File: src/rtl/fir_pkg.sv
package fir_pkg;

  typedef enum logic {
    FOLD_SYM  = 1'b0,
    FOLD_ANTI = 1'b1
  } fold_mode_e;

  localparam int unsigned DEF_NTAPS = 7;
  localparam int unsigned DEF_CW    = 10;

  // Outer tap first: coefficient k occupies bits [k*CW +: CW]
  localparam logic [4*DEF_CW-1:0] DEF_COEFS = {10'sd64, 10'sd37, -10'sd11, 10'sd3};

endpackage

File: src/rtl/fir_fold_taps.sv
module fir_fold_taps
  import fir_pkg::*;
#(
  parameter int unsigned DW    = 12,
  parameter int unsigned NTAPS = 7,
  parameter fold_mode_e  MODE  = FOLD_SYM,
  localparam int unsigned NHALF = (NTAPS + 1) / 2,
  localparam int unsigned NPAIR = NTAPS / 2
) (
  input  logic                 clk,
  input  logic                 rst,
  input  logic                 en,
  input  logic signed [DW-1:0] smp_i,
  output logic signed [DW:0]   pre_o [NHALF]
);

  logic signed [DW-1:0] tap_q [NTAPS];

  function automatic logic signed [DW:0] ext(input logic signed [DW-1:0] v);
    return {v[DW-1], v};
  endfunction

  // delay line, advances on the sample strobe only
  always_ff @(posedge clk) begin
    if (rst) begin
      for (int i = 0; i < NTAPS; i++) tap_q[i] <= '0;
    end else if (en) begin
      tap_q[0] <= smp_i;
      for (int i = 1; i < NTAPS; i++) tap_q[i] <= tap_q[i-1];
    end
  end

  // pre-add stage: one adder or subtractor per mirrored pair
  always_ff @(posedge clk) begin
    if (rst) begin
      for (int k = 0; k < NHALF; k++) pre_o[k] <= '0;
    end else if (en) begin
      for (int k = 0; k < NPAIR; k++) begin
        if (MODE == FOLD_ANTI) pre_o[k] <= ext(tap_q[k]) - ext(tap_q[NTAPS-1-k]);
        else                   pre_o[k] <= ext(tap_q[k]) + ext(tap_q[NTAPS-1-k]);
      end
      if (NTAPS % 2 == 1) begin
        if (MODE == FOLD_ANTI) pre_o[NHALF-1] <= '0;
        else                   pre_o[NHALF-1] <= ext(tap_q[NHALF-1]);
      end
    end
  end

endmodule

File: src/rtl/fir_products.sv
module fir_products #(
  parameter int unsigned NHALF = 4,
  parameter int unsigned PW    = 13,
  parameter int unsigned CW    = 10,
  parameter logic [NHALF*CW-1:0] COEFS = '0,
  localparam int unsigned MW   = PW + CW
) (
  input  logic                 clk,
  input  logic                 rst,
  input  logic                 en,
  input  logic signed [PW-1:0] pre_i  [NHALF],
  output logic signed [MW-1:0] prod_o [NHALF]
);

  function automatic logic signed [CW-1:0] coef(input int k);
    return COEFS[k*CW +: CW];
  endfunction

  // one shared multiplier per coefficient
  always_ff @(posedge clk) begin
    if (rst) begin
      for (int k = 0; k < NHALF; k++) prod_o[k] <= '0;
    end else if (en) begin
      for (int k = 0; k < NHALF; k++) prod_o[k] <= MW'(pre_i[k]) * MW'(coef(k));
    end
  end

endmodule

File: src/rtl/fir_sum_tree.sv
module fir_sum_tree #(
  parameter int unsigned NIN = 4,
  parameter int unsigned IW  = 23,
  parameter int unsigned OW  = 26
) (
  input  logic                 clk,
  input  logic                 rst,
  input  logic                 en,
  input  logic signed [IW-1:0] term_i [NIN],
  output logic signed [OW-1:0] sum_o
);

  localparam int LVLS  = (NIN > 1) ? $clog2(NIN) : 1;
  localparam int NP2   = 1 << LVLS;
  localparam int NNODE = NP2 - 1;
  localparam int NALL  = 2 * NP2 - 1;
  localparam int NINI  = NIN;

  logic signed [OW-1:0] node_q [NNODE];
  logic signed [OW-1:0] all_w  [NALL];

  // heap layout: node i sums children 2i+1 and 2i+2, leaves follow the nodes
  always_comb begin
    for (int i = 0; i < NALL; i++) begin
      if (i < NNODE)             all_w[i] = node_q[i];
      else if (i - NNODE < NINI) all_w[i] = OW'(term_i[i-NNODE]);
      else                       all_w[i] = '0;
    end
  end

  always_ff @(posedge clk) begin
    if (rst) begin
      for (int i = 0; i < NNODE; i++) node_q[i] <= '0;
    end else if (en) begin
      for (int i = 0; i < NNODE; i++) node_q[i] <= all_w[2*i+1] + all_w[2*i+2];
    end
  end

  assign sum_o = all_w[0];

endmodule

File: src/rtl/fir_round_sat.sv
module fir_round_sat #(
  parameter int unsigned IW    = 26,
  parameter int unsigned OW    = 16,
  parameter int unsigned SHIFT = 0
) (
  input  logic                 clk,
  input  logic                 rst,
  input  logic                 en,
  input  logic signed [IW-1:0] acc_i,
  output logic signed [OW-1:0] res_o
);

  localparam int unsigned TW = IW + 1;
  localparam logic signed [TW-1:0] HALF = TW'((64'sd1 <<< SHIFT) >>> 1);
  localparam logic signed [TW-1:0] MAXV = TW'((64'sd1 <<< (OW - 1)) - 64'sd1);
  localparam logic signed [TW-1:0] MINV = TW'(-(64'sd1 <<< (OW - 1)));

  logic signed [TW-1:0] biased_w;
  logic signed [TW-1:0] scaled_w;

  assign biased_w = TW'(acc_i) + HALF;
  assign scaled_w = biased_w >>> SHIFT;

  always_ff @(posedge clk) begin
    if (rst) begin
      res_o <= '0;
    end else if (en) begin
      if (scaled_w > MAXV)      res_o <= MAXV[OW-1:0];
      else if (scaled_w < MINV) res_o <= MINV[OW-1:0];
      else                      res_o <= scaled_w[OW-1:0];
    end
  end

endmodule

File: src/rtl/folded_fir.sv
module folded_fir
  import fir_pkg::*;
#(
  parameter int unsigned DW    = 12,
  parameter int unsigned CW    = DEF_CW,
  parameter int unsigned NTAPS = DEF_NTAPS,
  parameter fold_mode_e  MODE  = FOLD_SYM,
  parameter logic [((NTAPS+1)/2)*CW-1:0] COEFS = DEF_COEFS,
  parameter int unsigned OW    = 16,
  parameter int unsigned SHIFT = 0
) (
  input  logic                 clk,
  input  logic                 rst,
  input  logic                 smp_en,
  input  logic signed [DW-1:0] smp_i,
  output logic signed [OW-1:0] res_o,
  output logic                 res_vld_o
);

  localparam int unsigned NHALF = (NTAPS + 1) / 2;
  localparam int unsigned PW    = DW + 1;
  localparam int unsigned MW    = PW + CW;
  localparam int unsigned ACCW  = MW + $clog2(NTAPS);
  localparam int unsigned LVLS  = (NHALF > 1) ? $clog2(NHALF) : 1;
  localparam int unsigned LAT   = 3 + LVLS;
  localparam int unsigned CNTW  = $clog2(LAT + 1);
  localparam logic [CNTW-1:0] LAT_C = CNTW'(LAT);

  logic signed [PW-1:0]   pre_w  [NHALF];
  logic signed [MW-1:0]   prod_w [NHALF];
  logic signed [ACCW-1:0] acc_w;
  logic [CNTW-1:0]        fill_q;

  fir_fold_taps #(.DW(DW), .NTAPS(NTAPS), .MODE(MODE)) u_taps (
    .clk(clk), .rst(rst), .en(smp_en), .smp_i(smp_i), .pre_o(pre_w)
  );

  fir_products #(.NHALF(NHALF), .PW(PW), .CW(CW), .COEFS(COEFS)) u_mul (
    .clk(clk), .rst(rst), .en(smp_en), .pre_i(pre_w), .prod_o(prod_w)
  );

  fir_sum_tree #(.NIN(NHALF), .IW(MW), .OW(ACCW)) u_tree (
    .clk(clk), .rst(rst), .en(smp_en), .term_i(prod_w), .sum_o(acc_w)
  );

  fir_round_sat #(.IW(ACCW), .OW(OW), .SHIFT(SHIFT)) u_out (
    .clk(clk), .rst(rst), .en(smp_en), .acc_i(acc_w), .res_o(res_o)
  );

  // strobes seen since reset, saturating once the pipeline is full
  always_ff @(posedge clk) begin
    if (rst) begin
      fill_q    <= '0;
      res_vld_o <= 1'b0;
    end else begin
      res_vld_o <= smp_en && (fill_q == LAT_C);
      if (smp_en && fill_q != LAT_C) fill_q <= fill_q + 1'b1;
    end
  end

endmodule

File: config.mk
export PLATFORM = sky130hd
export DESIGN_NAME = folded_fir
export DESIGN_NICKNAME = d
export VERILOG_FILES = /design/src/rtl/fir_pkg.sv /design/src/rtl/fir_fold_taps.sv /design/src/rtl/fir_products.sv /design/src/rtl/fir_sum_tree.sv /design/src/rtl/fir_round_sat.sv /design/src/rtl/folded_fir.sv
export SDC_FILE = /design/constraint.sdc
export NUM_CORES = 1
export LEC_CHECK = 0
export BUFFER_PORTS_ARGS = -buffer_cell sky130_fd_sc_hd__buf_2
export CAP_MARGIN = 10
export CORE_MARGIN = 3
export CORE_UTILIZATION = 45
export CTS_CLUSTER_DIAMETER = 150
export DETAILED_ROUTE_END_ITERATION = 12
export PLACE_DENSITY_LB_ADDON = 0.25
export SLEW_MARGIN = 20
export SYNTH_ARGS = -nofsm -noshare
export SYNTH_HDL_FRONTEND = slang
export SYNTH_SLANG_ARGS = --single-unit
File: constraint.sdc
create_clock -name clk -period 15.1 [get_ports clk]
set_input_delay 3.02 -clock clk [delete_from_list [all_inputs] [get_ports clk]]
set_output_delay 3.02 -clock clk [all_outputs]
set_load 0.01 [all_outputs]
==> results by group, run 1 <==
Finish
  • Number of nets in the final layout: about 1.9k
  • Area taken by multi-input logic gates: slightly above 9000 sq um
  • Fill cells: ~3.4k
  • Post-Layout Cell Count: between 2k and 2.5k
  • Antenna cells: 0
  • Layout Utilization: between 50% and 60%
  • Share of final-layout standard cells stronger than drive strength 1: slightly above 6%
  • Relative area change from synthesis to final layout: 9.956%
  • Final non-filler cell area: 18760 sq um
  • Most frequent cells in the layout: 200 x sky130_fd_sc_hd__ha_1, 179 x sky130_fd_sc_hd__nor2_1, 150 x sky130_fd_sc_hd__edfxtp_1
  • Sequential cell area: 7247 sq um
  • Commonest non-fill, non-tap cell in the layout: sky130_fd_sc_hd__ha_1

Clocking
  • Number of buffers inserted by post-CTS setup repair: 0
  • CTS tree: built
  • Hold-fix buffers at CTS: 0
  • Clk Latency, worst-skew pair: between 500 and 600 ps
  • Clock net sink count: ~290
  • Post-CTS sizing: 0
  • CTS Buf Count: 31
  • Max Buffers Root-to-Sink: 3
  • Clk pin slew, worst setup/hold paths: around 60 ps
  • Number of levels the H-tree was split into: 1
  • Root Buffer Master: sky130_fd_sc_hd__clkbuf_16

Global routing
  • Largest net degree at the start of global routing: 99
  • Overflow left after global routing: 0
  • Global-route wire length before repair: between 60000 and 70000 um
  • Global-route usage over all layers: a little under a fifth
  • Antenna violations before repair: 1
  • Vias in the first global route: roughly 12k

Worst setup path
  • Worst reg2reg path startpoint: u_taps.pre_o[27]$_SDFFE_PP0P_
  • Terminus of the critical flop-to-flop path: u_mul.prod_o[62]$_SDFFE_PP0P_
  • Kind of start point of the critical path: primary input
  • Data arrival, critical path: 5640 ps
  • Critical path peak fanout: 84
  • CP required: approximately 15000 ps
  • Class of the most critical setup path: primary input to register
  • Setup crit end kind: register
  • Worst reg-to-reg path cell count: 12
  • Register-to-register setup slack: 11430 ps

Synthesis
  • Mapped Area: between 15000 and 20000 sq um
  • Fraction of the yosys area taken by sequential cells: 42.47%
  • Commonest register cell after synthesis: sky130_fd_sc_hd__edfxtp_1
  • Net count of the mapped netlist: about 1.9k
  • Seq cells post-synth: between 200 and 300
  • Gate Count Post-Synth: 1679
  • Average cell area after synthesis: slightly above 10 sq um
  • Distinct cell type count after synthesis: 74
  • Total number of yosys warnings: 0
  • Post-synthesis async set-or-reset flop share: 0%
  • EDFF count, synth: 150

Drt
  • Number of DRC markers in iteration 0: ~560
  • Final antenna-violating net count: 0
  • Wire length after detailed routing: between 30000 and 40000 um
  • Wire length per cell: 16.88 um
  • Post-route DRC: 0
  • Number of search-and-repair iterations in the first detailed-routing pass: 4
  • Vias after detailed routing: 12.14k
  • Via-per-instance ratio: 5.462

Timing
  • Post-route clock skew: 22.52 ps
  • Normalized max-slew margin: between 30% and 40%
  • Hold Vio Cnt, Final: 0
  • Final sum of negative setup slack: 0 ps
  • Setup Viol. Count Final: 0
  • Number of max-slew violations in the final report: 0
  • Min Tclk post-route: around 5300 ps
  • Maximum clock frequency: approximately 190 MHz
  • Slew of the pin with the lowest slew margin: 968.2 ps
  • Unrepaired setup endpoints after global routing: false
  • Period utilization: 35.35%
  • Setup slack after layout: 9763 ps
  • Hold WS: ~440 ps

Power
  • Peak ir drop on the vdd network: just over 0.09 mV
  • Total power divided by cell area: roughly 120 nW/um^2
  • Leakage Power: 8.554 nW
  • Sum of internal, switching and leakage power: 2.247 mW

Floorplan
  • Total Die Area: around 40000 sq um
  • Top-level I/O count: 32
  • Die width: 200.7 um
  • Core Footprint: 36960 sq um
  • Core Rows: 70
  • Initial cell density of the core: a little under half
  • Overall die height: roughly 200 um

Min path
  • Beginning of the worst hold path: u_out.res_o[8]$_SDFFE_PP0P_
  • Number of cells on the worst hold path: 2
  • Hold Crit Class: register to register
  • WHS Endpoint: u_out.res_o[8]$_SDFFE_PP0P_

Outcome
  • Outcome: finished, final reports clean

Placement
  • # placed instances: ~2.2k
  • HPWL reported at the end of detailed placement: between 20000 and 30000 um
  • Final GP Congestion: between 0.8 and 0.9
  • Instance area after placement: around 18000 sq um
  • Worst slack, placed: 9203 ps
  • Count of buffers inserted at the top-level ports: 31

Job
  • Max-Cap Viols: 0
## state kept, by name, summed over array words and instances, names as in the netlist
signal and cells:
u_taps.tap_q 84, u_out.res_o 16, u_taps.pre_o 51, fill_q 3, u_mul.prod_o 66, res_vld_o 1
u_tree.node_q 66
## where the power goes
group / switching [mW] / internal [mW]
Sequential: 0.0546 / 0.898
Clock: 0.309 / 0.460
Combinational: 0.302 / 0.222
Total: 0.666 / 1.58
## worst max-delay path by stage
stage,from,end,slack (ps),depth (start not counted)
floorplan,smp_en,u_taps.pre_o[36]$_SDFFE_PP0P_,7920,5
global placement,rst,u_tree.node_q[0][70]$_SDFFCE_PN0P_,9220,9
detailed placement,rst,u_tree.node_q[0][70]$_SDFFCE_PN0P_,9200,9
CTS,rst,u_tree.node_q[0][70]$_SDFFCE_PN0P_,9800,9
global route,rst,u_tree.node_q[0][70]$_SDFFCE_PN0P_,9590,9
finish,rst,u_tree.node_q[0][70]$_SDFFCE_PN0P_,9760,9
## layout make-up
cell class                      instances  area share (%)
Clock inverter                         17           1.000
Inverter                               99           2.007
Tap cell                              504           3.361
Clock buffer                           41           4.501
Multi-Input combinational cell       1236           49.32
Sequential cell                       287           38.62
Timing Repair Buffer                   39           1.194
## synthesized netlist by cell type, types with 4 or more instances
library cell,n,area share [%]
sky130_fd_sc_hd__a211oi_1,26,1.1
sky130_fd_sc_hd__xor2_1,33,1.7
sky130_fd_sc_hd__nor4_1,5,0.18
sky130_fd_sc_hd__o21ai_1,54,1.6
sky130_fd_sc_hd__nand4_1,9,0.33
sky130_fd_sc_hd__o21bai_1,9,0.40
sky130_fd_sc_hd__o31ai_1,8,0.35
sky130_fd_sc_hd__a21oi_1,74,2.2
sky130_fd_sc_hd__ha_1,200,15
sky130_fd_sc_hd__edfxtp_1,150,26
sky130_fd_sc_hd__inv_1,97,2.1
sky130_fd_sc_hd__o31a_1,4,0.21
sky130_fd_sc_hd__xnor2_1,52,2.7
sky130_fd_sc_hd__buf_1,13,0.29
sky130_fd_sc_hd__nand3_1,25,0.73
sky130_fd_sc_hd__clkbuf_1,42,0.92
sky130_fd_sc_hd__o22ai_1,12,0.44
sky130_fd_sc_hd__a211o_1,4,0.21
sky130_fd_sc_hd__a31oi_1,12,0.44
sky130_fd_sc_hd__fa_1,31,3.6
sky130_fd_sc_hd__nor3_1,33,0.97
sky130_fd_sc_hd__o211ai_1,8,0.35
sky130_fd_sc_hd__a41oi_1,5,0.26
sky130_fd_sc_hd__or3_1,11,0.40
sky130_fd_sc_hd__nand2_1,74,1.6
sky130_fd_sc_hd__nand2b_1,18,0.66
sky130_fd_sc_hd__and3_1,84,3.1
sky130_fd_sc_hd__dfxtp_1,137,16
sky130_fd_sc_hd__o21ai_0,48,1.4
sky130_fd_sc_hd__nor2b_1,37,1.4
sky130_fd_sc_hd__a2111oi_0,5,0.26
sky130_fd_sc_hd__mux2i_1,52,3.1
sky130_fd_sc_hd__o21a_1,18,0.79
sky130_fd_sc_hd__nor2_1,181,4.0
sky130_fd_sc_hd__a21o_1,45,2.0
## worst max-delay path: stages
cell                      delay, ps
sky130_fd_sc_hd__buf_4          230
sky130_fd_sc_hd__buf_4          760
sky130_fd_sc_hd__inv_2           30
sky130_fd_sc_hd__buf_4          350
sky130_fd_sc_hd__nand2_2        160
sky130_fd_sc_hd__buf_4          390
sky130_fd_sc_hd__or4_1          170
sky130_fd_sc_hd__mux2i_1         70
sky130_fd_sc_hd__a311o_1        320
## metal layers
metal  vias to the layer above  GRT usage, %  part of all wire (%)
met3                        68         2.319                   3.2
li1                       6108             -                     -
met5                         -             0                     0
met2                       194         29.44                    45
met4                         0         5.797                   3.0
met1                      5773         26.03                    49
## cell families (layout without fill, tap and decap cells)
group                      count (synthesis)  count (layout)  share of synthesized area (%)
buffers and inverters                    156             196                          3.446
DFF                                      287             287                          42.47
and+or+nand+nor                          503             503                          14.47
xor gates and xnor gates                  85              85                          4.363
adders and majority gates                231             231                          18.30
muxes                                     54              54                          3.182
AOI/OAI and AO/OA                        363             363                          13.77
(Power assumes the default switching activity.)
==> inputs of run 2 (changes only) <==
==> constraint.sdc (replaced) <==
create_clock -name clk -period 5.6 [get_ports clk]
set_input_delay 1.12 -clock clk [delete_from_list [all_inputs] [get_ports clk]]
set_output_delay 1.12 -clock clk [all_outputs]
set_load 0.01 [all_outputs]
==> run 2 against run 1 <==
  * Final cell count grew 0.13%
  * Register-to-register slack lost 9400 ps
  * Hold slack lost 3.3 ps
  * Wire length shrank 2.5%
  * Clock skew fell by 12 ps
  * Sequential share of layout area is 0.064 points higher
  * Sequential power rose to 2.7 times the previous value
  * Power increased to 2.6 times the previous value
  * First-iteration DRC count rose by 8.7%
  * Cell area down 0.17%
  * Flip-flop and latch count unchanged
  * Critical endpoint is now u_mul.prod_o[59]$_SDFFE_PP0P_
  * Largest cell class unchanged
==> results by group, run 2 (same netlist as run 1, synthesis figures left out) <==
Outcome
  • Outcome: finished, final reports clean

Clocking
  • Root Buffer Master: sky130_fd_sc_hd__clkbuf_16
  • Max Buffers Root-to-Sink: 3
  • Hold-fix buffers at CTS: 0
  • Clk Latency, worst-skew pair: about 570 ps
  • CTS Buf Count: 31
  • CTS tree: built
  • Clock net sink count: ~290
  • Number of buffers inserted by post-CTS setup repair: 0
  • Number of levels the H-tree was split into: 1
  • Clk pin slew, worst setup/hold paths: 60 ps
  • Post-CTS sizing: 0

Timing
  • Min Tclk post-route: ~3600 ps
  • Setup Viol. Count Final: 0
  • Normalized max-slew margin: a little over a third
  • Slew of the pin with the lowest slew margin: 979.5 ps
  • Period utilization: roughly 64%
  • Unrepaired setup endpoints after global routing: false
  • Final sum of negative setup slack: 0 ps
  • Post-route clock skew: between 10 and 15 ps
  • Number of max-slew violations in the final report: 0
  • Maximum clock frequency: roughly 280 MHz
  • Hold Vio Cnt, Final: 0

Job
  • Max-Cap Viols: 0

Finish
  • Antenna cells: 0
  • Most flop-heavy register: u_taps.tap_q
  • Area taken by multi-input logic gates: 9243 sq um
  • Fill cells: 3424
  • Number of flip-flops in the largest register: 84
  • Commonest non-fill, non-tap cell in the layout: sky130_fd_sc_hd__ha_1
  • Sequential cell area: between 7000 and 8000 sq um
  • Number of nets in the final layout: 1943
  • Most frequent cells in the layout: 200 x sky130_fd_sc_hd__ha_1, 179 x sky130_fd_sc_hd__nor2_1, 150 x sky130_fd_sc_hd__edfxtp_1
  • Registers with the most flip-flops: u_taps.tap_q x84, u_mul.prod_o x66, u_tree.node_q x66
  • Relative area change from synthesis to final layout: 9.774%
  • Share of final-layout standard cells stronger than drive strength 1: 5.981%

Worst setup path
  • Critical path peak fanout: 4
  • Kind of start point of the critical path: register
  • CP required: 6030 ps
  • Class of the most critical setup path: register to register
  • Setup crit end kind: register
  • Register-to-register setup slack: between 2000 and 2500 ps
  • Data arrival, critical path: ~4000 ps

Drt
  • Number of search-and-repair iterations in the first detailed-routing pass: 5
  • Via-per-instance ratio: between 5 and 6
  • Wire length after detailed routing: between 30000 and 40000 um
  • Wire length per cell: about 16 um
  • Final antenna-violating net count: 0
  • Number of DRC markers in iteration 0: between 600 and 700
  • Vias after detailed routing: between 10k and 15k
  • Post-route DRC: 0

Power
  • Leakage Power: between 8 and 9 nW
  • Net switching component of the power: 1.759 mW
  • Total power divided by cell area: roughly 320 nW/um^2
  • Sum of internal, switching and leakage power: a little under 6 mW
  • Switching Share: around 30%
  • Register share of total power: 43.2%
  • Internal power: around 4.2 mW
  • Relative contribution of combinational cells to total power: about a quarter
  • Relative contribution of the clock network to total power: 33.0%
  • Peak ir drop on the vdd network: 0.2234 mV

Placement
  • Final GP Congestion: between 0.8 and 0.9
  • HPWL reported at the end of detailed placement: 25900 um
  • Count of buffers inserted at the top-level ports: 31

Global routing
  • Overflow left after global routing: 0
  • Global-route usage over all layers: a little under a fifth
  • Vias in the first global route: 11.87k
  • Antenna violations before repair: 0
  • Global-route wire length before repair: between 60000 and 70000 um
  • Largest net degree at the start of global routing: 109

Min path
  • Hold Crit Class: register to register

Floorplan
  • Core Rows: 70
  • Total Die Area: approximately 40000 sq um
  • Core Footprint: around 37000 sq um
  • Overall die height: ~200 um
  • Die width: roughly 200 um
  • Initial cell density of the core: a little under half
  • Top-level I/O count: 32
[run 2: per-stage QoR]
step / cell area (sq um) / util (%) / instances / hold WS [ps] / setup WS (ps)
floorplan: 17070 / - / 1679 / 425.7 / 323.1
global placement: 17760 / 48.04 / 2168 / 429.3 / 2109
detailed placement: 17760 / 48.04 / 2168 / 435.5 / 2077
CTS: 18730 / 50.68 / 2226 / 443.3 / 2018
global route: 18730 / 50.68 / 2226 / 460.1 / 1756
finish: 18730 / 50.68 / 2226 / 437.8 / 2021
[run 2: worst max-delay path: stages, from the launching register on]
cell	delay, ps
sky130_fd_sc_hd__dfxtp_1	370
sky130_fd_sc_hd__inv_1	60
sky130_fd_sc_hd__ha_1	320
sky130_fd_sc_hd__fa_1	470
sky130_fd_sc_hd__fa_1	540
sky130_fd_sc_hd__ha_1	310
sky130_fd_sc_hd__a21oi_1	210
sky130_fd_sc_hd__a2bb2oi_1	340
sky130_fd_sc_hd__a211oi_1	160
sky130_fd_sc_hd__o21a_1	200
sky130_fd_sc_hd__or3_1	300
sky130_fd_sc_hd__nand3_1	80
sky130_fd_sc_hd__a21oi_1	70
[run 2: routing by layer]
metal  global-route usage, %  vias up  wire length, um  share of wire, %
met5                       0        -                0                 0
met4                   4.818        0              980               2.7
met3                   2.465       66             1263               3.5
met2                   30.23      185            16740                46
met1                   25.20     5644            17610                48
li1                        -     6117                -                 -
[run 2: worst paths after layout]
path | startpoint | end | cells past startpoint
worst max-delay path | u_taps.pre_o[27]$_SDFFE_PP0P_ | u_mul.prod_o[59]$_SDFFE_PP0P_ | 12
worst min-delay path | u_out.res_o[11]$_SDFFE_PP0P_ | u_out.res_o[11]$_SDFFE_PP0P_ | 2
worst max register to register | u_taps.pre_o[27]$_SDFFE_PP0P_ | u_mul.prod_o[59]$_SDFFE_PP0P_ | 12
worst min register to register | u_out.res_o[11]$_SDFFE_PP0P_ | u_out.res_o[11]$_SDFFE_PP0P_ | 2
[run 2: power by group through the flow]
stage / Clock (mW) / Sequential, mW / Combinational [mW]
global placement: 0 / 2.61 / 1.37
finish: 1.96 / 2.56 / 1.41
global route: 2.10 / 2.59 / 1.61
CTS: 2.01 / 2.57 / 1.41
detailed placement: 0 / 2.61 / 1.39
floorplan: 0 / 2.56 / 1.11
[run 2: layout make-up]
type	instances	share of cell area, %
Timing Repair Buffer	42	1.383
Tap cell	504	3.366
Sequential cell	287	38.69
Clock buffer	47	4.796
Inverter	99	2.010
Clock inverter	11	0.4208
Multi-Input combinational cell	1236	49.34
==> inputs of run 3 (changes only) <==
==> constraint.sdc (replaced) <==
create_clock -name clk -period 2.9 [get_ports clk]
set_input_delay 0.58 -clock clk [delete_from_list [all_inputs] [get_ports clk]]
set_output_delay 0.58 -clock clk [all_outputs]
set_load 0.01 [all_outputs]
==> run 3 against run 2 <==
  * The flow now finishes with violations (setup timing)
  * Hold slack got worse by 68 ps
  * Worst setup slack got worse by 2300 ps
  * Register-to-register slack got worse by 2300 ps
  * Critical path type unchanged
  * Highest routed layer unchanged
==> results by group, run 3 (same netlist as run 1, synthesis figures left out) <==
Outcome
  • Outcome: complete, but fails checks
  • Violated checks: setup timing

Drt
  • Final antenna-violating net count: 0
  • Vias after detailed routing: ~13k
  • Wire length per cell: between 15 and 20 um
  • Via-per-instance ratio: approximately 5.4
  • Number of DRC markers in iteration 0: ~600
  • Post-route DRC: 0
  • Wire length after detailed routing: a little under 40000 um
  • Number of search-and-repair iterations in the first detailed-routing pass: 5

Timing
  • Post-route clock skew: around 13 ps
  • Period utilization: 110.2%
  • Setup slack after layout: -294.7 ps
  • Setup Viol. Count Final: 13
  • Maximum clock frequency: ~310 MHz
  • Unrepaired setup endpoints after global routing: true
  • Min Tclk post-route: between 3000 and 4000 ps
  • Final sum of negative setup slack: -1927 ps
  • Number of max-slew violations in the final report: 0
  • Slew of the pin with the lowest slew margin: 749.6 ps
  • Normalized max-slew margin: about half
  • Hold Vio Cnt, Final: 0
  • Hold WS: roughly 370 ps

Finish
  • Most frequent cells in the layout: 175 x sky130_fd_sc_hd__nor2_1, 171 x sky130_fd_sc_hd__ha_1, 150 x sky130_fd_sc_hd__edfxtp_1
  • Area taken by multi-input logic gates: 9777 sq um
  • Final non-filler cell area: approximately 20000 sq um
  • Registers with the most flip-flops: u_taps.tap_q x84, u_mul.prod_o x66, u_tree.node_q x66
  • Fill cells: 3224
  • Post-Layout Cell Count: 2328
  • Antenna cells: 0
  • Share of final-layout standard cells stronger than drive strength 1: 16.34%
  • Layout Utilization: around 55%
  • Most flop-heavy register: u_taps.tap_q
  • Number of nets in the final layout: 2044
  • Relative area change from synthesis to final layout: 18.53%
  • Commonest non-fill, non-tap cell in the layout: sky130_fd_sc_hd__nor2_1
  • Sequential cell area: 7284 sq um
  • Number of flip-flops in the largest register: 84

Clocking
  • Hold-fix buffers at CTS: 0
  • CTS Buf Count: 34
  • Root Buffer Master: sky130_fd_sc_hd__clkbuf_16
  • Max Buffers Root-to-Sink: 3
  • Clk Latency, worst-skew pair: 520 ps
  • Number of levels the H-tree was split into: 2
  • Clock net sink count: approximately 290
  • Clk pin slew, worst setup/hold paths: around 60 ps
  • CTS tree: built

Placement
  • Worst slack, placed: -259.1 ps
  • HPWL reported at the end of detailed placement: ~27000 um
  • Final GP Congestion: approximately 0.87
  • Count of buffers inserted at the top-level ports: 31
  • # placed instances: roughly 2.3k
  • Instance area after placement: around 19000 sq um

Global routing
  • Overflow left after global routing: 0
  • Antenna violations before repair: 0
  • Largest net degree at the start of global routing: between 80 and 90
  • Vias in the first global route: 12.33k
  • Global-route usage over all layers: 18.87%
  • Global-route wire length before repair: between 60000 and 70000 um

Worst setup path
  • Top cell by count, worst path: sky130_fd_sc_hd__fa_1
  • Data arrival, critical path: 3560 ps
  • Worst path cell trace: ha_4 > fa_1 > fa_1 > ha_1 > a21oi_2 > a2bb2oi_2 > a211oi_2 > o21a_1 > or3_1 > nand3_1 > a21oi_1
  • CP required: approximately 3300 ps
  • Critical path peak fanout: 4
  • Largest incremental delay on the critical path: between 500 and 600 ps
  • Critical-path top delay cell: sky130_fd_sc_hd__fa_1
  • Class of the most critical setup path: register to register
  • Setup crit end kind: register
  • Kind of start point of the critical path: register

Job
  • Max-Cap Viols: 0

Power
  • Leakage Power: between 9 and 10 nW
  • Total power divided by cell area: roughly 620 nW/um^2
  • Peak ir drop on the vdd network: about 0.45 mV
  • Sum of internal, switching and leakage power: about 13 mW

Floorplan
  • Core Rows: 70
  • Top-level I/O count: 32
  • Overall die height: 200.7 um
  • Core Footprint: 36960 sq um
  • Die width: around 200 um
  • Total Die Area: between 40000 and 50000 sq um
  • Initial cell density of the core: between 40% and 50%

Min path
  • Hold Crit Class: primary input to register
-- run 3: changes by cell type in the layout (fill, tap and decap cells not counted), sizes merged --
cell / delta
buf: +98
bufinv: +2
clkinv: +2
clkinvlp: +2
inv: -2
-- run 3: worst paths after layout --
| kind | slack, ps | startpoint | end | cells after the start |
|---|---|---|---|---|
| worst max-delay path | -290 | u_taps.pre_o[29]$_SDFFE_PP0P_ | u_mul.prod_o[59]$_SDFFE_PP0P_ | 11 |
| worst min-delay path | 370 | smp_i[3] | u_taps.tap_q[0][3]$_SDFFCE_PN0P_ | 2 |
| worst max register to register | -290 | u_taps.pre_o[29]$_SDFFE_PP0P_ | u_mul.prod_o[59]$_SDFFE_PP0P_ | 11 |
| worst min register to register | 440 | u_out.res_o[6]$_SDFFE_PP0P_ | u_out.res_o[6]$_SDFFE_PP0P_ | 2 |
-- run 3: area by class of cell --
type | instances | share of cell area (%)
multi-input combinational | 1236 | 48.34
sequential | 287 | 36.01
timing repair buffer | 140 | 5.190
clock buffer | 47 | 4.763
tap | 504 | 3.118
inverter | 99 | 1.856
clock inverter | 15 | 0.7237
-- run 3: timing repair --
item                       CTS  global route
resized for setup           27            50
pin swaps                   12            33
buffers inserted             5             8
setup endpoints to repair   17            24
gates cloned                 0             0
-- run 3: critical path, delay by kind of cell, from the launching register on --
family                   cells  cell delay [ps]
flip-flops                   1              380
adder cells (fa/ha/maj)      4             1550
AND/OR/NAND/NOR              2              380
AO/OA/AOI/OAI                5              730
-- run 3: power breakdown --
group,switching (mW),internal (mW)
logic,1.77,1.57
registers,0.258,4.68
clock network,1.66,2.59
total,3.69,8.84
-- run 3: per-layer routing --
metal  wire (um)  vias up  GRT usage [%]
met5           0        -              0
met4         773        0          5.144
met3        1075       51          2.351
met2       18150      191          31.77
met1       18450     5949          25.79
li1            -     6328              -
